**src/rtl/irq_ctrl_pkg.sv**
```systemverilog
// Package: shared bit positions, action codes and mode state for the
// interrupt status and return controller. Assumes a status word of at
// least 10 bits.
package irq_ctrl_pkg;

    localparam int POS_IE_CUR = 0;
    localparam int POS_IE_PRV = 1;
    localparam int POS_UM_CUR = 2;
    localparam int POS_UM_PRV = 3;
    localparam int POS_NMI    = 9;

    // One action per cycle, chosen by the arbiter
    typedef enum logic [2:0] {
        ACT_IDLE,
        ACT_NMI,
        ACT_EXC,
        ACT_RET,
        ACT_LOAD,
        ACT_EI,
        ACT_DI,
        ACT_SWI
    } act_e;

    typedef struct packed {
        logic nmi;
        logic um_prv;
        logic um_cur;
        logic ie_prv;
        logic ie_cur;
    } mode_t;

endpackage

```
**src/rtl/irq_cmd_arb.sv**
```systemverilog
// Fixed-priority selector: turns the request strobes into at most one
// action per cycle. Assumes strobes are already synchronous to clk.
module irq_cmd_arb
    import irq_ctrl_pkg::*;
(
    input  logic nmi_entry,
    input  logic exc_entry,
    input  logic ret_req,
    input  logic st_wr,
    input  logic ei_req,
    input  logic di_req,
    input  logic swi_req,
    output act_e act
);

    // Pick the highest-priority pending request
    always_comb begin
        if (nmi_entry)      act = ACT_NMI;
        else if (exc_entry) act = ACT_EXC;
        else if (ret_req)   act = ACT_RET;
        else if (st_wr)     act = ACT_LOAD;
        else if (ei_req)    act = ACT_EI;
        else if (di_req)    act = ACT_DI;
        else if (swi_req)   act = ACT_SWI;
        else                act = ACT_IDLE;
    end

endmodule

```
**src/rtl/irq_mode_reg.sv**
```systemverilog
// Mode register: holds the enable, user-mode and non-maskable flags and
// updates them for the selected action. Assumes one action per cycle.
module irq_mode_reg
    import irq_ctrl_pkg::*;
(
    input  logic  clk,
    input  logic  rst_n,
    input  act_e  act,
    input  mode_t load_val,
    output mode_t mode
);

    mode_t mode_q;

    // Apply the selected action to the flag set
    always_ff @(posedge clk) begin
        if (!rst_n) begin
            mode_q <= '0;
        end else begin
            case (act)
                ACT_NMI:  mode_q.nmi <= 1'b1;
                ACT_EXC: begin
                    mode_q.ie_prv <= mode_q.ie_cur;
                    mode_q.um_prv <= mode_q.um_cur;
                    mode_q.ie_cur <= 1'b0;
                    mode_q.um_cur <= 1'b0;
                end
                ACT_RET: begin
                    if (mode_q.nmi) begin
                        mode_q.nmi <= 1'b0;
                    end else begin
                        mode_q.ie_cur <= mode_q.ie_prv;
                        mode_q.um_cur <= mode_q.um_prv;
                    end
                end
                ACT_LOAD: mode_q <= load_val;
                ACT_EI:   mode_q.ie_cur <= 1'b1;
                ACT_DI:   mode_q.ie_cur <= 1'b0;
                default:  mode_q <= mode_q;
            endcase
        end
    end

    assign mode = mode_q;

endmodule

```
**src/rtl/irq_pc_hold.sv**
```systemverilog
// Saved PC register: captures a PC on a load strobe and holds it
// otherwise. Assumes load is a single-cycle strobe.
module irq_pc_hold #(
    parameter int PC_W = 32
) (
    input  logic            clk,
    input  logic            rst_n,
    input  logic            load,
    input  logic [PC_W-1:0] d,
    output logic [PC_W-1:0] q
);

    // Capture the PC on load
    always_ff @(posedge clk) begin
        if (!rst_n)    q <= '0;
        else if (load) q <= d;
    end

endmodule

```
**src/rtl/irq_swi_pend.sv**
```systemverilog
// Software interrupt pending flags: one sticky bit per index, set by a
// request and cleared only by reset.
module irq_swi_pend #(
    parameter int SWI_N = 4,
    localparam int IDX_W = (SWI_N > 1) ? $clog2(SWI_N) : 1
) (
    input  logic             clk,
    input  logic             rst_n,
    input  logic             set,
    input  logic [IDX_W-1:0] idx,
    output logic [SWI_N-1:0] pend
);

    for (genvar g = 0; g < SWI_N; g++) begin : g_bit
        // Set this flag when its index is raised
        always_ff @(posedge clk) begin
            if (!rst_n)
                pend[g] <= 1'b0;
            else if (set && (idx == IDX_W'(g)))
                pend[g] <= 1'b1;
        end
    end

endmodule

```
**src/rtl/irq_state_ctrl.sv**
```systemverilog
// Top: interrupt status and return controller. Arbitrates the requests,
// keeps the mode flags, both saved PCs and the software pending bits,
// and produces the return PC. Assumes STATUS_W >= 10.
module irq_state_ctrl
    import irq_ctrl_pkg::*;
#(
    parameter int PC_W     = 32,
    parameter int STATUS_W = 16,
    parameter int SWI_N    = 4,
    parameter int SWI_BASE = 4
) (
    input  logic                         clk,
    input  logic                         rst_n,
    input  logic                         nmi_entry,
    input  logic                         exc_entry,
    input  logic [PC_W-1:0]              entry_pc,
    input  logic                         ret_req,
    input  logic                         st_wr,
    input  logic [STATUS_W-1:0]          st_wdata,
    input  logic                         ei_req,
    input  logic                         di_req,
    input  logic                         swi_req,
    input  logic [$clog2(SWI_N)-1:0]     swi_idx,
    output logic [STATUS_W-1:0]          status,
    output logic [SWI_BASE+SWI_N-1:0]    exc_word,
    output logic                         irq_en,
    output logic                         user_mode,
    output logic [PC_W-1:0]              saved_epc,
    output logic [PC_W-1:0]              saved_npc,
    output logic                         ret_valid,
    output logic [PC_W-1:0]              ret_pc
);

    localparam int EXC_W = SWI_BASE + SWI_N;
    localparam logic [PC_W-1:0] PC_ALIGN = {{(PC_W-1){1'b1}}, 1'b0};

    act_e             act;
    mode_t            mode;
    mode_t            load_val;
    logic [SWI_N-1:0] pend;
    logic             ret_valid_q;
    logic [PC_W-1:0]  ret_pc_q;

    irq_cmd_arb u_arb (
        .nmi_entry (nmi_entry),
        .exc_entry (exc_entry),
        .ret_req   (ret_req),
        .st_wr     (st_wr),
        .ei_req    (ei_req),
        .di_req    (di_req),
        .swi_req   (swi_req),
        .act       (act)
    );

    // Pick the defined bits out of a status load value
    always_comb begin
        load_val.ie_cur = st_wdata[POS_IE_CUR];
        load_val.ie_prv = st_wdata[POS_IE_PRV];
        load_val.um_cur = st_wdata[POS_UM_CUR];
        load_val.um_prv = st_wdata[POS_UM_PRV];
        load_val.nmi    = st_wdata[POS_NMI];
    end

    irq_mode_reg u_mode (
        .clk      (clk),
        .rst_n    (rst_n),
        .act      (act),
        .load_val (load_val),
        .mode     (mode)
    );

    irq_pc_hold #(.PC_W(PC_W)) u_epc (
        .clk   (clk),
        .rst_n (rst_n),
        .load  (act == ACT_EXC),
        .d     (entry_pc),
        .q     (saved_epc)
    );

    irq_pc_hold #(.PC_W(PC_W)) u_npc (
        .clk   (clk),
        .rst_n (rst_n),
        .load  (act == ACT_NMI),
        .d     (entry_pc),
        .q     (saved_npc)
    );

    irq_swi_pend #(.SWI_N(SWI_N)) u_pend (
        .clk   (clk),
        .rst_n (rst_n),
        .set   (act == ACT_SWI),
        .idx   (swi_idx),
        .pend  (pend)
    );

    // Register the return PC, chosen by the non-maskable flag
    always_ff @(posedge clk) begin
        if (!rst_n) begin
            ret_valid_q <= 1'b0;
            ret_pc_q    <= '0;
        end else begin
            ret_valid_q <= (act == ACT_RET);
            if (act == ACT_RET)
                ret_pc_q <= (mode.nmi ? saved_npc : saved_epc) & PC_ALIGN;
        end
    end

    // Pack the flags into the status word
    always_comb begin
        status             = '0;
        status[POS_IE_CUR] = mode.ie_cur;
        status[POS_IE_PRV] = mode.ie_prv;
        status[POS_UM_CUR] = mode.um_cur;
        status[POS_UM_PRV] = mode.um_prv;
        status[POS_NMI]    = mode.nmi;
    end

    // Place the pending flags above the base position
    always_comb begin
        exc_word = '0;
        exc_word[EXC_W-1:SWI_BASE] = pend;
    end

    assign irq_en    = mode.ie_cur;
    assign user_mode = mode.um_cur;
    assign ret_valid = ret_valid_q;
    assign ret_pc    = ret_pc_q;

endmodule

```
**config.mk**
```make
export PLATFORM = sky130hd
export DESIGN_NAME = irq_state_ctrl
export DESIGN_NICKNAME = d
export VERILOG_FILES = /design/src/rtl/irq_ctrl_pkg.sv /design/src/rtl/irq_cmd_arb.sv /design/src/rtl/irq_mode_reg.sv /design/src/rtl/irq_pc_hold.sv /design/src/rtl/irq_swi_pend.sv /design/src/rtl/irq_state_ctrl.sv
export SDC_FILE = /design/constraint.sdc
export NUM_CORES = 1
export LEC_CHECK = 0
export BUFFER_PORTS_ARGS = -buffer_cell sky130_fd_sc_hd__buf_2
export CAP_MARGIN = 20
export CORE_MARGIN = 1.5
export CORE_UTILIZATION = 43
export DETAILED_ROUTE_END_ITERATION = 6
export GPL_TIMING_DRIVEN = 0
export PLACE_DENSITY = 0.78
export SLEW_MARGIN = 5
export SYNTH_ARGS = -nofsm -noshare
export SYNTH_HDL_FRONTEND = slang
export SYNTH_HIERARCHICAL = 1
export SYNTH_SLANG_ARGS = --single-unit
```
**constraint.sdc**
```tcl
create_clock -name clk -period 2.83 [get_ports clk]
set_clock_uncertainty 0.15 [all_clocks]
set_input_delay 0.566 -clock clk [delete_from_list [all_inputs] [get_ports clk]]
set_output_delay 0.566 -clock clk [all_outputs]
set_load 0.01 [all_outputs]
```
==> flow_summary_export.csv <==
group,metric,value,unit
logic_synthesis,synthArstFlopShare,0,%
logic_synthesis,post_synth.cell_area_avg,11.1,um^2
setup_path,arrival_time_at_the_worst_endpoint,2380,ps
placed_design,port_buffers,154,
logic_synthesis,yosys_warnings,6,
floorplanning,initial_core_util,44.2,%
global_route,antenna_found_initial,0,
sta,layout_worst_path_cycle_share,80.1,%
setup_path,crit_fanout,10,
power_and_ir_drop,power.density_cell_area,525,nW/um^2
clocking,clock_tree.htree_level_count,3,
placed_design,placed_cells_incl_taps,744,
logic_synthesis,synth_enable_flop_cells,0,
setup_path,reg2reg_to,"ret_pc[9]",
clocking,cts.repair_timing.setup_buffer_count,0,
clocking,num_cts_buffers,9,
placed_design,post_place_instance_area,5810,um^2
power_and_ir_drop,share_clk_of_total_power,32.2,%
clocking,cts-root-to-sink-buffers,2,
power_and_ir_drop,share_seq_of_total_power,50.1,%
power_and_ir_drop,share_comb_of_total_power,17.7,%
setup_path,cp_cell_sequence,"buf_2 > nor2_1 > o21ai_0 > a21oi_1 > nor3b_1 > buf_6 > buf_12 > mux2i_1 > nor2b_1",
clocking,cts_repair_resize_count,0,
routing,vias,3697,
routing,drt-initial-drc-count,110,
logic_synthesis,synth_cell_type_count,37,
clocking,clk_transition_reported_paths,100,ps
sta,timing.final.setup_violations,0,
setup_path,worst-setup-path-type,"input pin to flip-flop",
logic_synthesis,synth_most_common_cell,"sky130_fd_sc_hd__dfxtp_1",
setup_path,cpMaxStageDelayCell,"sky130_fd_sc_hd__a21oi_1",
logic_synthesis,yosys_most_used_dff,"sky130_fd_sc_hd__dfxtp_1",
sta,timing.slew.headroom,58.0,%
global_route,grt.total_usage,19.4,%
setup_path,launching_element_type_of_the_critical_path,"input pin",
hold_path,hold_path_depth,2,
power_and_ir_drop,internal-power,2.32,mW
layout,final_cell_area,6040,um^2
sta,final_period_minus_worst_setup_slack,2270,ps
logic_synthesis,synth.area.top_cells,"sky130_fd_sc_hd__dfxtp_1 (44%), sky130_fd_sc_hd__mux2i_1 (20%), sky130_fd_sc_hd__nor2b_1 (8.6%)",
power_and_ir_drop,p_sw_share,26.9,%
power_and_ir_drop,vdd_ir_drop_max,271,uV
logic_synthesis,synthesis.instances,435,
hold_path,min_delay_endpoint,"u_pend/pend[1]",
floorplanning,io_pins,182,
logic_synthesis,synthTopCellsByCount,"sky130_fd_sc_hd__dfxtp_1 (105), sky130_fd_sc_hd__mux2i_1 (95), sky130_fd_sc_hd__nor2b_1 (66), sky130_fd_sc_hd__nand2_1 (40), sky130_fd_sc_hd__o22ai_2 (30)",
logic_synthesis,synthesis.area,4810,um^2
global_route,grt_max_degree,29,
setup_path,critical-path-max-stage-delay,490,ps
routing,vias_per_cell,4.85,
setup_path,critical_path.endpoint_type,"flip-flop",
placed_design,hpwl_after_detailed_placement,8.31,mm
clocking,cts_sinks,105,
run_status,outcome,"finished clean",
routing,initial_drt_pass_iterations,4,
setup_path,worstRegToRegCells,4,
logic_synthesis,synth_seq_area_share,43.7,%
global_route,grt_pass1_vias,3635,
logic_synthesis,synth_top_area_share,43.7,%
layout,layout.nets,676,
sta,worst_pin_slew,628,ps
clocking,cts.root.buffer_cell,"sky130_fd_sc_hd__clkbuf_8",
hold_path,min-delay-start,"u_pend/pend[1]",
global_route,globalRoute.totalOverflow,0,
power_and_ir_drop,power.switching,0.853,mW
layout,diodes,0,
clocking,tritoncts_clock_tree,"done",
routing,wl,11.4,mm
floorplanning,floorplan.die_area,11800,um^2
floorplanning,core_region_area,10900,um^2
routing,residual_antenna_violating_net_count_after_detailed_routing,0,
hold_path,hold_path.class,"flip-flop to flip-flop",
floorplanning,chipWidth,109,um
sta,finalHoldViolations,0,
floorplanning,placementRows,38,
sta,max_freq,0.441,GHz
flow_run,max_cap_viol_count,0,
layout,layoutNonFillerInstCount,762,
logic_synthesis,yosysTopAreaCell,"sky130_fd_sc_hd__dfxtp_1",
setup_path,ff2ff_setup_slack,1250,ps
sta,holdWs,301,ps
logic_synthesis,synth_seq_cells,105,
layout,drive_above_1_share,40.5,%
setup_path,cp.required,2940,ps
routing,detail_route.drc_violations,0,
sta,finalMaxSlewViolations,0,
power_and_ir_drop,static-leakage-power,2.66,nW
layout,layout_overhead_on_the_synthesized_area,25.6,%
floorplanning,fp.dieH,109,um
placed_design,place_congestion,0.781,
clocking,cts.hold.buffers_added,0,
setup_path,r2r-start,"u_mode/mode[4]",
sta,grt_setup_unrepaired,"no",
clocking,worstSkewPairLatency,360,ps
routing,detail_route.wl_per_cell,15.0,um
global_route,grt_pass1_wl,17.8,mm
worst max path at each step:
stage	to	cells after the start	startpoint	slack (ps)
after floorplan	u_npc/q[0]	8	di_req	400
after global routing	u_npc/q[10]	10	di_req	400
after global placement	u_npc/q[12]	9	di_req	-60
after CTS	u_npc/q[13]	9	di_req	200
final	u_epc/q[15]	9	st_wr	560
after detailed placement	u_npc/q[13]	9	di_req	-190
metal layers:
layer | up-vias | global-route usage, % | wire, um
met3 | 9 | 3.65 | 693
met4 | 0 | 6.77 | 123
met5 | - | 0 | 0
met2 | 119 | 34.8 | 5590
li1 | 1832 | - | -
met1 | 1737 | 23.1 | 5020
through the flow:
stage	setup WS [ps]	total power, mW	util (%)	setup TNS (ps)
final	562	3.17	55.5	0
after global routing	401	3.30	55.5	0
after CTS	202	3.20	55.4	0
after detailed placement	-187	2.19	53.4	-4920
after global placement	-62.8	2.17	53.4	-1740
after floorplan	402	2.00	-	0
logic make-up after synthesis:
family | after synthesis | synth area share, %
mux | 95 | 19.8
other cells | 1 | 0.0780
flops | 105 | 43.7
simple gates | 128 | 15.0
compound gates | 55 | 11.6
buf+inv | 51 | 9.86
sequential cells by signal (all words and copies together) (netlist names):
name and cells:
ret_valid 1, u_mode/mode 5, u_pend/pend 4, ret_pc 31, u_npc/q 32, u_epc/q 32
power groups by stage:
| stage | Combinational [mW] | Sequential (mW) | Clock (mW) |
|---|---|---|---|
| 3_3_place_gp | 0.550 | 1.62 | 0 |
| 2_1_floorplan | 0.352 | 1.65 | 0 |
| 4_1_cts | 0.565 | 1.59 | 1.05 |
| 6_report | 0.562 | 1.59 | 1.02 |
| 3_5_place_dp | 0.565 | 1.62 | 0 |
| 5_1_grt | 0.609 | 1.60 | 1.10 |
layout make-up:
type	count	area (um^2)
Fill cell	983	4850
Multi-Input combinational cell	294	2290
Sequential cell	105	2100
Timing Repair Buffer	156	781
Buffer	48	463
Tap cell	140	175
Clock buffer	10	128
Clock inverter	6	92.6
Inverter	3	11.3
layout by cell type (no fill, tap or decap), types with 3 or more instances in the layout:
cell type | synthesis | final
sky130_fd_sc_hd__a21oi_1 | 3 | 3
sky130_fd_sc_hd__buf_12 | 9 | 9
sky130_fd_sc_hd__buf_2 | 4 | 160
sky130_fd_sc_hd__buf_4 | 23 | 23
sky130_fd_sc_hd__buf_6 | 6 | 6
sky130_fd_sc_hd__clkbuf_1 | 6 | 7
sky130_fd_sc_hd__clkbuf_8 | 0 | 9
sky130_fd_sc_hd__conb_1 | 1 | 16
sky130_fd_sc_hd__dfxtp_1 | 105 | 105
sky130_fd_sc_hd__mux2i_1 | 95 | 95
sky130_fd_sc_hd__nand2_1 | 40 | 40
sky130_fd_sc_hd__nor2_1 | 8 | 8
sky130_fd_sc_hd__nor2b_1 | 66 | 66
sky130_fd_sc_hd__o21ai_0 | 6 | 6
sky130_fd_sc_hd__o21ai_1 | 4 | 4
sky130_fd_sc_hd__o22ai_2 | 30 | 30
critical path: cells and delay by family:
family                 cells  cell delay, ps
AOI/OAI and AO/OA          2             600
buffers and inverters      3             450
muxes                      1             230
and+or+nand+nor            3             520
(Power assumes the default switching activity.)
